### config.mk
export PLATFORM = sky130hd
export DESIGN_NAME = wb_cache_flush
export DESIGN_NICKNAME = d
export VERILOG_FILES = /design/src/rtl/wbc_pkg.sv /design/src/rtl/wbc_tag_store.sv /design/src/rtl/wbc_data_store.sv /design/src/rtl/wbc_ctrl.sv /design/src/rtl/wb_cache_flush.sv
export SDC_FILE = /design/constraint.sdc
export NUM_CORES = 2
export LEC_CHECK = 0
export BUFFER_PORTS_ARGS = -buffer_cell sky130_fd_sc_hd__buf_4
export CORE_ASPECT_RATIO = 1.2
export CORE_MARGIN = 10
export CORE_UTILIZATION = 35
export CTS_CLUSTER_SIZE = 8
export DETAILED_ROUTE_END_ITERATION = 8
export REMOVE_ABC_BUFFERS = 1
export SETUP_SLACK_MARGIN = 0.3
export SLEW_MARGIN = 20
export SYNTH_ARGS = -nofsm -noshare
export SYNTH_HDL_FRONTEND = slang
export SYNTH_SLANG_ARGS = --single-unit
### constraint.sdc
create_clock -name clk -period 10.8 [get_ports clk]
set_input_delay 2.16 -clock clk [delete_from_list [all_inputs] [get_ports clk]]
set_output_delay 2.16 -clock clk [all_outputs]
set_load 0.01 [all_outputs]
### src/rtl/wbc_pkg.sv
package wbc_pkg;

    typedef enum logic [1:0] {
        ST_IDLE  = 2'd0,
        ST_WBACK = 2'd1,
        ST_FILL  = 2'd2
    } wbc_state_e;

endpackage

### src/rtl/wbc_tag_store.sv
module wbc_tag_store #(
    parameter int LINES = 16,
    parameter int TAG_W = 24,
    localparam int IDX_W = $clog2(LINES)
) (
    input  logic             clk,
    input  logic             rst_n,
    input  logic [IDX_W-1:0] lk_idx,
    input  logic             fill_en,
    input  logic [TAG_W-1:0] fill_tag,
    input  logic             set_dirty,
    input  logic             flush_inval,
    output logic             lk_valid,
    output logic             lk_dirty,
    output logic [TAG_W-1:0] lk_tag
);

    logic [LINES-1:0] valid_q;
    logic [LINES-1:0] dirty_q;
    logic [TAG_W-1:0] tag_q [LINES];

    // Valid and dirty flags: reset clears them, flush wins over fill and write.
    always_ff @(posedge clk) begin
        if (!rst_n) begin
            valid_q <= '0;
            dirty_q <= '0;
        end else if (flush_inval) begin
            valid_q[lk_idx] <= 1'b0;
            dirty_q[lk_idx] <= 1'b0;
        end else if (fill_en) begin
            valid_q[lk_idx] <= 1'b1;
            dirty_q[lk_idx] <= 1'b0;
        end else if (set_dirty) begin
            dirty_q[lk_idx] <= 1'b1;
        end
    end

    // Tag array: meaningful only while the matching valid bit is set.
    always_ff @(posedge clk) begin
        if (fill_en && !flush_inval) begin
            tag_q[lk_idx] <= fill_tag;
        end
    end

    assign lk_valid = valid_q[lk_idx];
    assign lk_dirty = dirty_q[lk_idx];
    assign lk_tag   = tag_q[lk_idx];

    AST_FLUSH_INVAL: assert property (@(posedge clk) disable iff (!rst_n) flush_inval |=> !valid_q[$past(lk_idx)] && !dirty_q[$past(lk_idx)]) else $error("flush left line valid or dirty");
    AST_FILL_CLEAN: assert property (@(posedge clk) disable iff (!rst_n) (fill_en && !flush_inval) |=> valid_q[$past(lk_idx)] && !dirty_q[$past(lk_idx)]) else $error("fill left line invalid or dirty");

endmodule

### src/rtl/wbc_data_store.sv
module wbc_data_store #(
    parameter int LINES  = 16,
    parameter int WORDS  = 4,
    parameter int DATA_W = 32,
    localparam int IDX_W  = $clog2(LINES),
    localparam int OFF_W  = $clog2(WORDS),
    localparam int LINE_W = WORDS * DATA_W
) (
    input  logic              clk,
    input  logic [IDX_W-1:0]  idx,
    input  logic [OFF_W-1:0]  off,
    input  logic              fill_en,
    input  logic [LINE_W-1:0] fill_line,
    input  logic              wr_en,
    input  logic [DATA_W-1:0] wr_data,
    output logic [DATA_W-1:0] rd_word,
    output logic [LINE_W-1:0] rd_line
);

    // One bank per word position, so a fill writes all banks at once.
    for (genvar w = 0; w < WORDS; w++) begin : g_bank
        logic [DATA_W-1:0] bank [LINES];

        always_ff @(posedge clk) begin
            if (fill_en) begin
                bank[idx] <= fill_line[w*DATA_W +: DATA_W];
            end else if (wr_en && (off == OFF_W'(w))) begin
                bank[idx] <= wr_data;
            end
        end

        assign rd_line[w*DATA_W +: DATA_W] = bank[idx];
    end

    assign rd_word = rd_line[off*DATA_W +: DATA_W];

endmodule

### src/rtl/wbc_ctrl.sv
module wbc_ctrl
    import wbc_pkg::*;
(
    input  logic clk,
    input  logic rst_n,
    input  logic cpu_rd,
    input  logic cpu_wr,
    input  logic cpu_flush,
    input  logic lk_valid,
    input  logic lk_dirty,
    input  logic tag_match,
    input  logic mem_ready,
    output logic cpu_stall,
    output logic mem_req,
    output logic mem_we,
    output logic fill_en,
    output logic wr_en,
    output logic set_dirty,
    output logic flush_inval,
    output logic victim_sel
);

    wbc_state_e state_q;
    wbc_state_e state_d;

    logic hit;
    logic access;

    assign hit    = lk_valid && tag_match;
    assign access = !cpu_flush && (cpu_rd || cpu_wr);

    // State register.
    always_ff @(posedge clk) begin
        if (!rst_n) begin
            state_q <= ST_IDLE;
        end else begin
            state_q <= state_d;
        end
    end

    // Next-state logic.
    always_comb begin
        state_d = state_q;
        unique case (state_q)
            ST_IDLE: begin
                if (access && !hit) begin
                    state_d = (lk_valid && lk_dirty) ? ST_WBACK : ST_FILL;
                end
            end
            ST_WBACK: begin
                if (mem_ready) state_d = ST_FILL;
            end
            ST_FILL: begin
                if (mem_ready) state_d = ST_IDLE;
            end
            default: state_d = ST_IDLE;
        endcase
    end

    // Output logic.
    always_comb begin
        cpu_stall   = 1'b0;
        mem_req     = 1'b0;
        mem_we      = 1'b0;
        fill_en     = 1'b0;
        wr_en       = 1'b0;
        set_dirty   = 1'b0;
        flush_inval = 1'b0;
        victim_sel  = 1'b0;
        unique case (state_q)
            ST_IDLE: begin
                cpu_stall   = access && !hit;
                wr_en       = access && hit && cpu_wr;
                set_dirty   = access && hit && cpu_wr;
                flush_inval = cpu_flush && hit;
            end
            ST_WBACK: begin
                cpu_stall  = 1'b1;
                mem_req    = 1'b1;
                mem_we     = 1'b1;
                victim_sel = 1'b1;
            end
            ST_FILL: begin
                cpu_stall = 1'b1;
                mem_req   = 1'b1;
                fill_en   = mem_ready;
            end
            default: cpu_stall = 1'b1;
        endcase
    end

    AST_FLUSH_NO_MEM: assert property (@(posedge clk) disable iff (!rst_n) (state_q == ST_IDLE && cpu_flush) |=> !mem_req) else $error("flush started a memory transaction");
    AST_WB_THEN_FILL: assert property (@(posedge clk) disable iff (!rst_n) (mem_req && mem_ready && mem_we) |=> (mem_req && !mem_we)) else $error("write-back not followed by fill");
    AST_FILL_DONE: assert property (@(posedge clk) disable iff (!rst_n) (mem_req && mem_ready && !mem_we) |=> !mem_req) else $error("request held after fill");

endmodule

### src/rtl/wb_cache_flush.sv
module wb_cache_flush #(
    parameter int ADDR_W = 32,
    parameter int DATA_W = 32,
    parameter int LINES  = 16,
    parameter int WORDS  = 4,
    localparam int LINE_W = WORDS * DATA_W
) (
    input  logic              clk,
    input  logic              rst_n,
    input  logic [ADDR_W-1:0] cpu_addr,
    input  logic              cpu_rd,
    input  logic              cpu_wr,
    input  logic [DATA_W-1:0] cpu_wdata,
    input  logic              cpu_flush,
    output logic [DATA_W-1:0] cpu_rdata,
    output logic              cpu_stall,
    output logic              mem_req,
    output logic              mem_we,
    output logic [ADDR_W-1:0] mem_addr,
    output logic [LINE_W-1:0] mem_wline,
    input  logic [LINE_W-1:0] mem_rline,
    input  logic              mem_ready
);

    localparam int IDX_W  = $clog2(LINES);
    localparam int OFF_W  = $clog2(WORDS);
    localparam int BYTE_W = $clog2(DATA_W / 8);
    localparam int TAG_W  = ADDR_W - IDX_W - OFF_W - BYTE_W;

    logic [TAG_W-1:0] a_tag;
    logic [IDX_W-1:0] a_idx;
    logic [OFF_W-1:0] a_off;
    logic [BYTE_W-1:0] a_byte;

    assign a_byte = cpu_addr[BYTE_W-1:0];
    assign a_off  = cpu_addr[BYTE_W +: OFF_W];
    assign a_idx  = cpu_addr[BYTE_W+OFF_W +: IDX_W];
    assign a_tag  = cpu_addr[ADDR_W-1 -: TAG_W];

    logic             lk_valid;
    logic             lk_dirty;
    logic [TAG_W-1:0] lk_tag;
    logic             fill_en;
    logic             wr_en;
    logic             set_dirty;
    logic             flush_inval;
    logic             victim_sel;
    logic             tag_match;

    assign tag_match = (lk_tag == a_tag);

    wbc_tag_store #(
        .LINES (LINES),
        .TAG_W (TAG_W)
    ) u_tags (
        .clk         (clk),
        .rst_n       (rst_n),
        .lk_idx      (a_idx),
        .fill_en     (fill_en),
        .fill_tag    (a_tag),
        .set_dirty   (set_dirty),
        .flush_inval (flush_inval),
        .lk_valid    (lk_valid),
        .lk_dirty    (lk_dirty),
        .lk_tag      (lk_tag)
    );

    wbc_data_store #(
        .LINES  (LINES),
        .WORDS  (WORDS),
        .DATA_W (DATA_W)
    ) u_data (
        .clk       (clk),
        .idx       (a_idx),
        .off       (a_off),
        .fill_en   (fill_en),
        .fill_line (mem_rline),
        .wr_en     (wr_en),
        .wr_data   (cpu_wdata),
        .rd_word   (cpu_rdata),
        .rd_line   (mem_wline)
    );

    wbc_ctrl u_ctrl (
        .clk         (clk),
        .rst_n       (rst_n),
        .cpu_rd      (cpu_rd),
        .cpu_wr      (cpu_wr),
        .cpu_flush   (cpu_flush),
        .lk_valid    (lk_valid),
        .lk_dirty    (lk_dirty),
        .tag_match   (tag_match),
        .mem_ready   (mem_ready),
        .cpu_stall   (cpu_stall),
        .mem_req     (mem_req),
        .mem_we      (mem_we),
        .fill_en     (fill_en),
        .wr_en       (wr_en),
        .set_dirty   (set_dirty),
        .flush_inval (flush_inval),
        .victim_sel  (victim_sel)
    );

    // Write-back goes to the victim's own line; the fill goes to the request's line.
    logic unused_byte;
    assign unused_byte = ^a_byte;

    assign mem_addr = {(victim_sel ? lk_tag : a_tag), a_idx, {(OFF_W + BYTE_W){1'b0}}} | {{(ADDR_W-1){1'b0}}, unused_byte & 1'b0};

    AST_REQ_HOLD: assert property (@(posedge clk) disable iff (!rst_n) (mem_req && !mem_ready) |=> (mem_req && $stable(mem_addr) && $stable(mem_we))) else $error("memory request changed before ready");

endmodule

* After elaboration in Yosys (flattened, before gate mapping)
Memories as Yosys holds them, arrays and structs flattened.
Cells that the tools add are included.
** Cells by class
- $add $sub $neg :: 0
- $mul :: 0
- Div/mod/pow operators :: 0
- Magnitude comparators :: 2
- Eq/ne operators :: 9
- Shift operators :: 1
- Mux-type cells :: 43
- Bitwise operators :: 9
- Reductions and logical operators :: 23
** Operator list (number)
- 32-bit 2-to-1 mux :: 4
- 128-bit by 8-bit variable part select with 32-bit output :: 1
- 16-bit 2-to-1 mux :: 5
- 16-bit AND :: 2
- 16-bit bitwise OR :: 2
- 1-bit 2-to-1 mux :: 25
- 24-bit equality test :: 1
- 24-bit 2-to-1 mux :: 1
- 16-bit inverter :: 1
- 1-bit logical AND :: 13
- 1-bit binary-select mux with 4-bit select :: 2
- 2-bit 2-to-1 mux :: 4
- 2-bit equality test (second input constant) :: 3
- 2-bit one-hot mux with 3 select lines :: 1
- 4-bit by 5-bit less-than comparator with 1-bit output (second input constant) :: 1
- 1-bit demux with 4-bit select :: 1
- 2-bit by 1-bit equality test with 1-bit output (second input constant) :: 2
- 4-bit by 1-bit >= comparator with 1-bit output (second input constant) :: 1
- 2-bit logical NOT :: 2
- 2-bit inequality test (second input constant) :: 2
- 1-bit bitwise OR :: 4
- 1-bit logical NOT :: 3
- 3-bit AND reduction :: 1
- 3-bit nonzero test :: 1
- 4 further kinds :: 4
** Word-level totals
- Register bits :: 34
- Bits in latches :: 0
- Bits in writable memories :: 2432
- Memory bits (read-only) :: 0
- Memories kept :: 5
** Memory list
- u_data.g_bank[0].bank :: depth 16, width 32, read ports 1, clocked after Yosys merged registers in 0, write ports 1, line wbc_data_store.sv:22 : logic [DATA_W-1:0] bank [LINES];
- u_data.g_bank[1].bank :: depth 16, width 32, read ports 1, clocked after Yosys merged registers in 0, write ports 1, line wbc_data_store.sv:22
- u_data.g_bank[2].bank :: depth 16, width 32, read ports 1, clocked after Yosys merged registers in 0, write ports 1, line wbc_data_store.sv:22
- u_data.g_bank[3].bank :: depth 16, width 32, read ports 1, clocked after Yosys merged registers in 0, write ports 1, line wbc_data_store.sv:22
- u_tags.tag_q :: depth 16, width 24, read ports 1, clocked after Yosys merged registers in 0, write ports 1, line wbc_tag_store.sv:20 : logic [TAG_W-1:0] tag_q [LINES];

* Depth between registers and ports, before layout
- Word-level depth :: 11
- Depth in mapped cells :: 16
- Depth with buffers taken out :: 10

* Cells and area by module
Synthesis repeated with hierarchy kept, for this count alone.
** Second synthesis, totals
- Cells, all modules :: 4352
- Area, all modules :: 95826.9 um2
** By module, submodules not included
- wbc_data_store :: instances 1, cells each 3478, area an instance 78992.0 um2, seq. area each 61499.0 um2
- wbc_tag_store :: instances 1, cells each 776, area an instance 16000.3 um2, seq. area each 12171.7 um2
- wb_cache_flush :: instances 1, cells each 68, area an instance 613.1 um2, seq. area each 0.0 um2
- wbc_ctrl :: instances 1, cells each 30, area an instance 221.5 um2, seq. area each 40.0 um2

* Worst setup path before layout
OpenSTA, ideal clock, no wires.
- Path type :: input to output
- From :: input port cpu_addr[4]
- To :: output port cpu_rdata[15]
- Arrival :: 5858 ps
- Slack :: 2782 ps
- Stages on the path :: 10
- Path through :: buf_4 -> buf_6 -> buf_6 -> buf_2 -> clkbuf_1 -> buf_1 -> buf_1 -> mux4_2 -> mux4_2 -> mux4_2
** On the way
- Word-level cells in the longest chain between the ends :: 2
- Elaborated cells between the ends (all ways) :: 5
- Classes of those cells :: shift (1); memory (4)
** Ends and longest elaborated chain
- start, declared :: line wb_cache_flush.sv:10 : input logic [ADDR_W-1:0] cpu_addr,
- memory 16 x 32 bit
- via mem_wline[15] :: line wb_cache_flush.sv:20 : output logic [LINE_W-1:0] mem_wline,
- 128-bit by 8-bit variable part select with 32-bit output :: line wbc_data_store.sv:35 : assign rd_word = rd_line[off*DATA_W +: DATA_W];
- end, declared :: line wb_cache_flush.sv:15 : output logic [DATA_W-1:0] cpu_rdata,
The timed path passes the listed nets, and every way through them passes these cells.

* Final worst setup path
- From :: input port cpu_addr[7]
- To :: output port cpu_stall
** On the way
- Word-level cells in the longest chain between the ends :: 6
- Elaborated cells between the ends (all ways) :: 8
- Classes of those cells :: eq/ne (1); mux (3); reduce/logical (3); memory (1)
** Ends and longest elaborated chain
- memory 16 x 24 bit / 1-bit binary-select mux with 4-bit select (equally long branches)
- 24-bit equality test / 1-bit 2-to-1 mux (equally long branches) :: line wb_cache_flush.sv:50, wbc_tag_store.sv:45
- 1-bit logical AND (*) :: line wbc_ctrl.sv:29 : assign hit = lk_valid && tag_match;
- 1-bit logical NOT (*) :: line wbc_ctrl.sv:72 : cpu_stall = access && !hit;
- 1-bit logical AND (*) :: line wbc_ctrl.sv:72
- 1-bit 2-to-1 mux (*) :: line wbc_ctrl.sv:70 : unique case (state_q)
- end, declared :: line wb_cache_flush.sv:16 : output logic cpu_stall,
Every way passes the cells marked *; elsewhere a longest branch is shown, timed or not. The select of a mux whose other input is x is not followed.

==> implementation parameters <==
Parameter                              Value

CTS
  Clock-pin transition on the worst setup and hold timing paths    0.05 ns
  Root buffer selected by CTS    clkbuf_16
  Clock latency reported for the late side of the worst-skew pair    0.87 ns
  Count of H-tree levels built during CTS    5
  CTS Sinks    2466
  Cts-stage hold buffer count    0
  CTS tree    built
  Post-CTS sizing    0
  # Post-CTS Setup Buffers    0
  CTS Buffer Depth    4
  Number of buffers created by CTS    351

Logic synthesis
  Number of standard cells after synthesis    4190
  Leading post-synthesis cells by instance count    edfxtp_1, mux4_2, nor2_1, clkbuf_1, mux2_2
  Leading area contributor after synthesis    edfxtp_1
  Average cell area after synthesis    23.2 um2
  Top post-synthesis cells by area    edfxtp_1, mux4_2, mux2_2
  Async set or reset register ratio after synthesis    0%
  EDFF count, synth    2432
  Sequential element share of the synthesized area    75.7%
  Most used DFF post-synth    edfxtp_1
  #FFs+latches synth    2466
  Synth warnings    0
  Share of Yosys cell area claimed by the top area cell type    75.0%
  Summed instance area of the synthesized netlist    97400 um2
  Most frequent cell after synthesis    edfxtp_1
  Number of distinct library cells after synthesis    72

Finish
  Final-stage net count    5025
  Final design instance area without fill    115000 um2
  Fraction of final layout cells with drive strength greater than 1    39.0%
  Area delta synth->final    18.2%

Critical path
  Maximum net fanout on the critical path    52
  Critical Path Source Type    primary input
  Maximum single-stage delay on the critical path    0.63 ns
  Cell-by-cell listing of the critical path    buf_4 > buf_4 > and2_1 > a22oi_1 > nand3b_1 > a41oi_1 > a2111oi_0 > and3_1 > or3b_4 > and2_1 > buf_4
  Required time at the endpoint of the critical path    8.64 ns
  Delay-heaviest family, CP    simple AND/OR/NAND/NOR gates
  CP most frequent cell    buf_4
  Bufs and invs on worst path    3
  Critical path endpoint category    output port
  Critical path start-end classification    primary input to output port
  Worst path slowest cell    buf_4
  Data arrival, critical path    6.17 ns

STA
  Worst Tran Pin Value    1.22 ns
  Final Critical Period    8.33 ns
  Worst clock skew    0.0836 ns
  Relative slew margins    18.6%
  Final Setup Violations    0
  Hold Worst Slack    0.498 ns
  Achievable clock frequency    0.120 GHz
  Final Hold Viols    0
  Final period utilization    77.2%
  Worst Slack Setup Final    2.47 ns
  Slew Limit Fails    0
  Unrepaired setup endpoints after global routing    no

GRT
  Pin count of the biggest net entering global routing    129
  Vias in the first global route    49545
  Total congestion overflow    0
  Number of antenna violations at the first check in global routing    51
  Global-route wire length before repair    411000 um
  GR Util All Layers    19.6%

Floorplanning
  Vertical die dimension    598 um
  Core box area    277000 um2
  I/O pin total    393
  Num rows    212
  Die Outline Area    300000 um2
  Die width    502 um
  Initial Util    35.1%

Pwr
  Static Leakage    36.6 nW
  Power per cell area    190 nW/um2
  Max rail drop VDD    0.000137 V

Routing
  Number of design rule violations left after detail routing    0
  Detailed Routing Iterations Pass 1    5
  Detailed Route Iter0 Violations    5875
  Antenna violation net count after detailed routing    0
  Final routed wirelength across all metal layers    300000 um
  Avg WL per Cell    35.2 um
  Vias per cell    5.66
  Detailed-route via count    48353

Flow run
  Count of maximum capacitance violations    0

Placement
  Routability-driven placement congestion ratio    0.842
  DPL Wire Length    188000 um
  Worst setup slack before clock tree synthesis    2.36 ns
  Placed standard-cell area    106000 um2
  Port-buffer cells    386

Min path
  Class of the tightest hold or removal check    flip-flop to flip-flop

Outcome
  Result of the run    completed
sequential cells by signal (all words and copies together), names as in the netlist, named ones only:
signal / flops
u_data.g_bank.bank: 2048
u_tags.tag_q: 384
u_ctrl.state_q: 2
worst register-to-register path, delay by kind of cell (launching register included):
family          cells  cell delay (ns)
flops               1             0.37
mux                 2             0.80
buf+inv             2             0.80
simple gates        3             1.84
compound gates      4             1.57
report_power, final:
part | total [mW] | switching [mW] | leakage (nW) | internal [mW]
Clock | 9.66 | 3.83 | 4.57 | 5.84
Combinational | 1.57 | 1.00 | 9.88 | 0.564
Sequential | 10.6 | 0.0155 | 22.2 | 10.6
Total | 21.9 | 4.85 | 36.6 | 17.0
path summary, 6_finish.rpt:
kind | startpoint | endpoint | slack [ns] | cells after the start
worst max-delay path | cpu_addr[7] | cpu_stall | 2.47 | 11
worst min-delay path | u_ctrl.state_q[0] | u_ctrl.state_q[0] | 0.50 | 2
worst max register to register | u_tags.tag_q[10][15] | u_data.g_bank[3].bank[15][10] | 5.02 | 11
worst min register to register | u_ctrl.state_q[0] | u_ctrl.state_q[0] | 0.50 | 2
placed cells by master, fill, tap and decap left out, types with 14 or more instances in the layout:
cell          n
a21oi_1      21
a22oi_1      28
a31oi_1      14
buf_4       501
clkbuf_1     34
clkbuf_16   357
dfxtp_1      34
diode_2      27
edfxtp_1   2432
inv_1        18
mux2_2       90
mux2_4       60
mux2i_1      86
mux4_2      750
nand2_1      57
nand3_1      19
nor2_1       56
nor2_4       81
o211a_1      16
o21ai_0      34
xnor2_1      14
routing by layer:
metal	vias up	wire, um	part of all wire, %	global-route usage [%]
met5	-	220	0.073	0
met3	518	29300	9.7	5.74
met4	30	16100	5.4	9.05
met1	26292	108000	36	24.0
li1	19175	-	-	-
met2	2338	147000	49	32.0
cell families after synthesis:
group / Yosys count / share of synthesized area [%]
and+or+nand+nor: 258 / 1.20
muxes: 986 / 20.2
adders and majority gates: 3 / 0.0385
DFF: 2466 / 75.7
buffers and inverters: 263 / 1.24
AOI/OAI and AO/OA: 193 / 1.45
xor gates and xnor gates: 20 / 0.180
other: 1 / 0.00385
area by class of cell:
type	count	area, um2
diodes	27	67.6
clock buffers	391	9060
clock inverters	19	292
fillers	23883	162000
inverters	22	90.1
multi-input cells	1464	23200
flip-flops and latches	2466	73700
well taps	3638	4550
repair buffers	519	4140
through the flow:
step                setup TNS (ns)  power (mW)  cells  utilization [%]
floorplan                 -8011.89        11.4   3952                -
global placement                 0        12.4   8105             38.0
detailed placement               0        12.4   8106             38.0
CTS                              0        22.0   8516             41.4
global route                     0        22.4   8523             41.5
finish                           0        21.9   8546             41.5
Power figures use the tool's default switching activity.
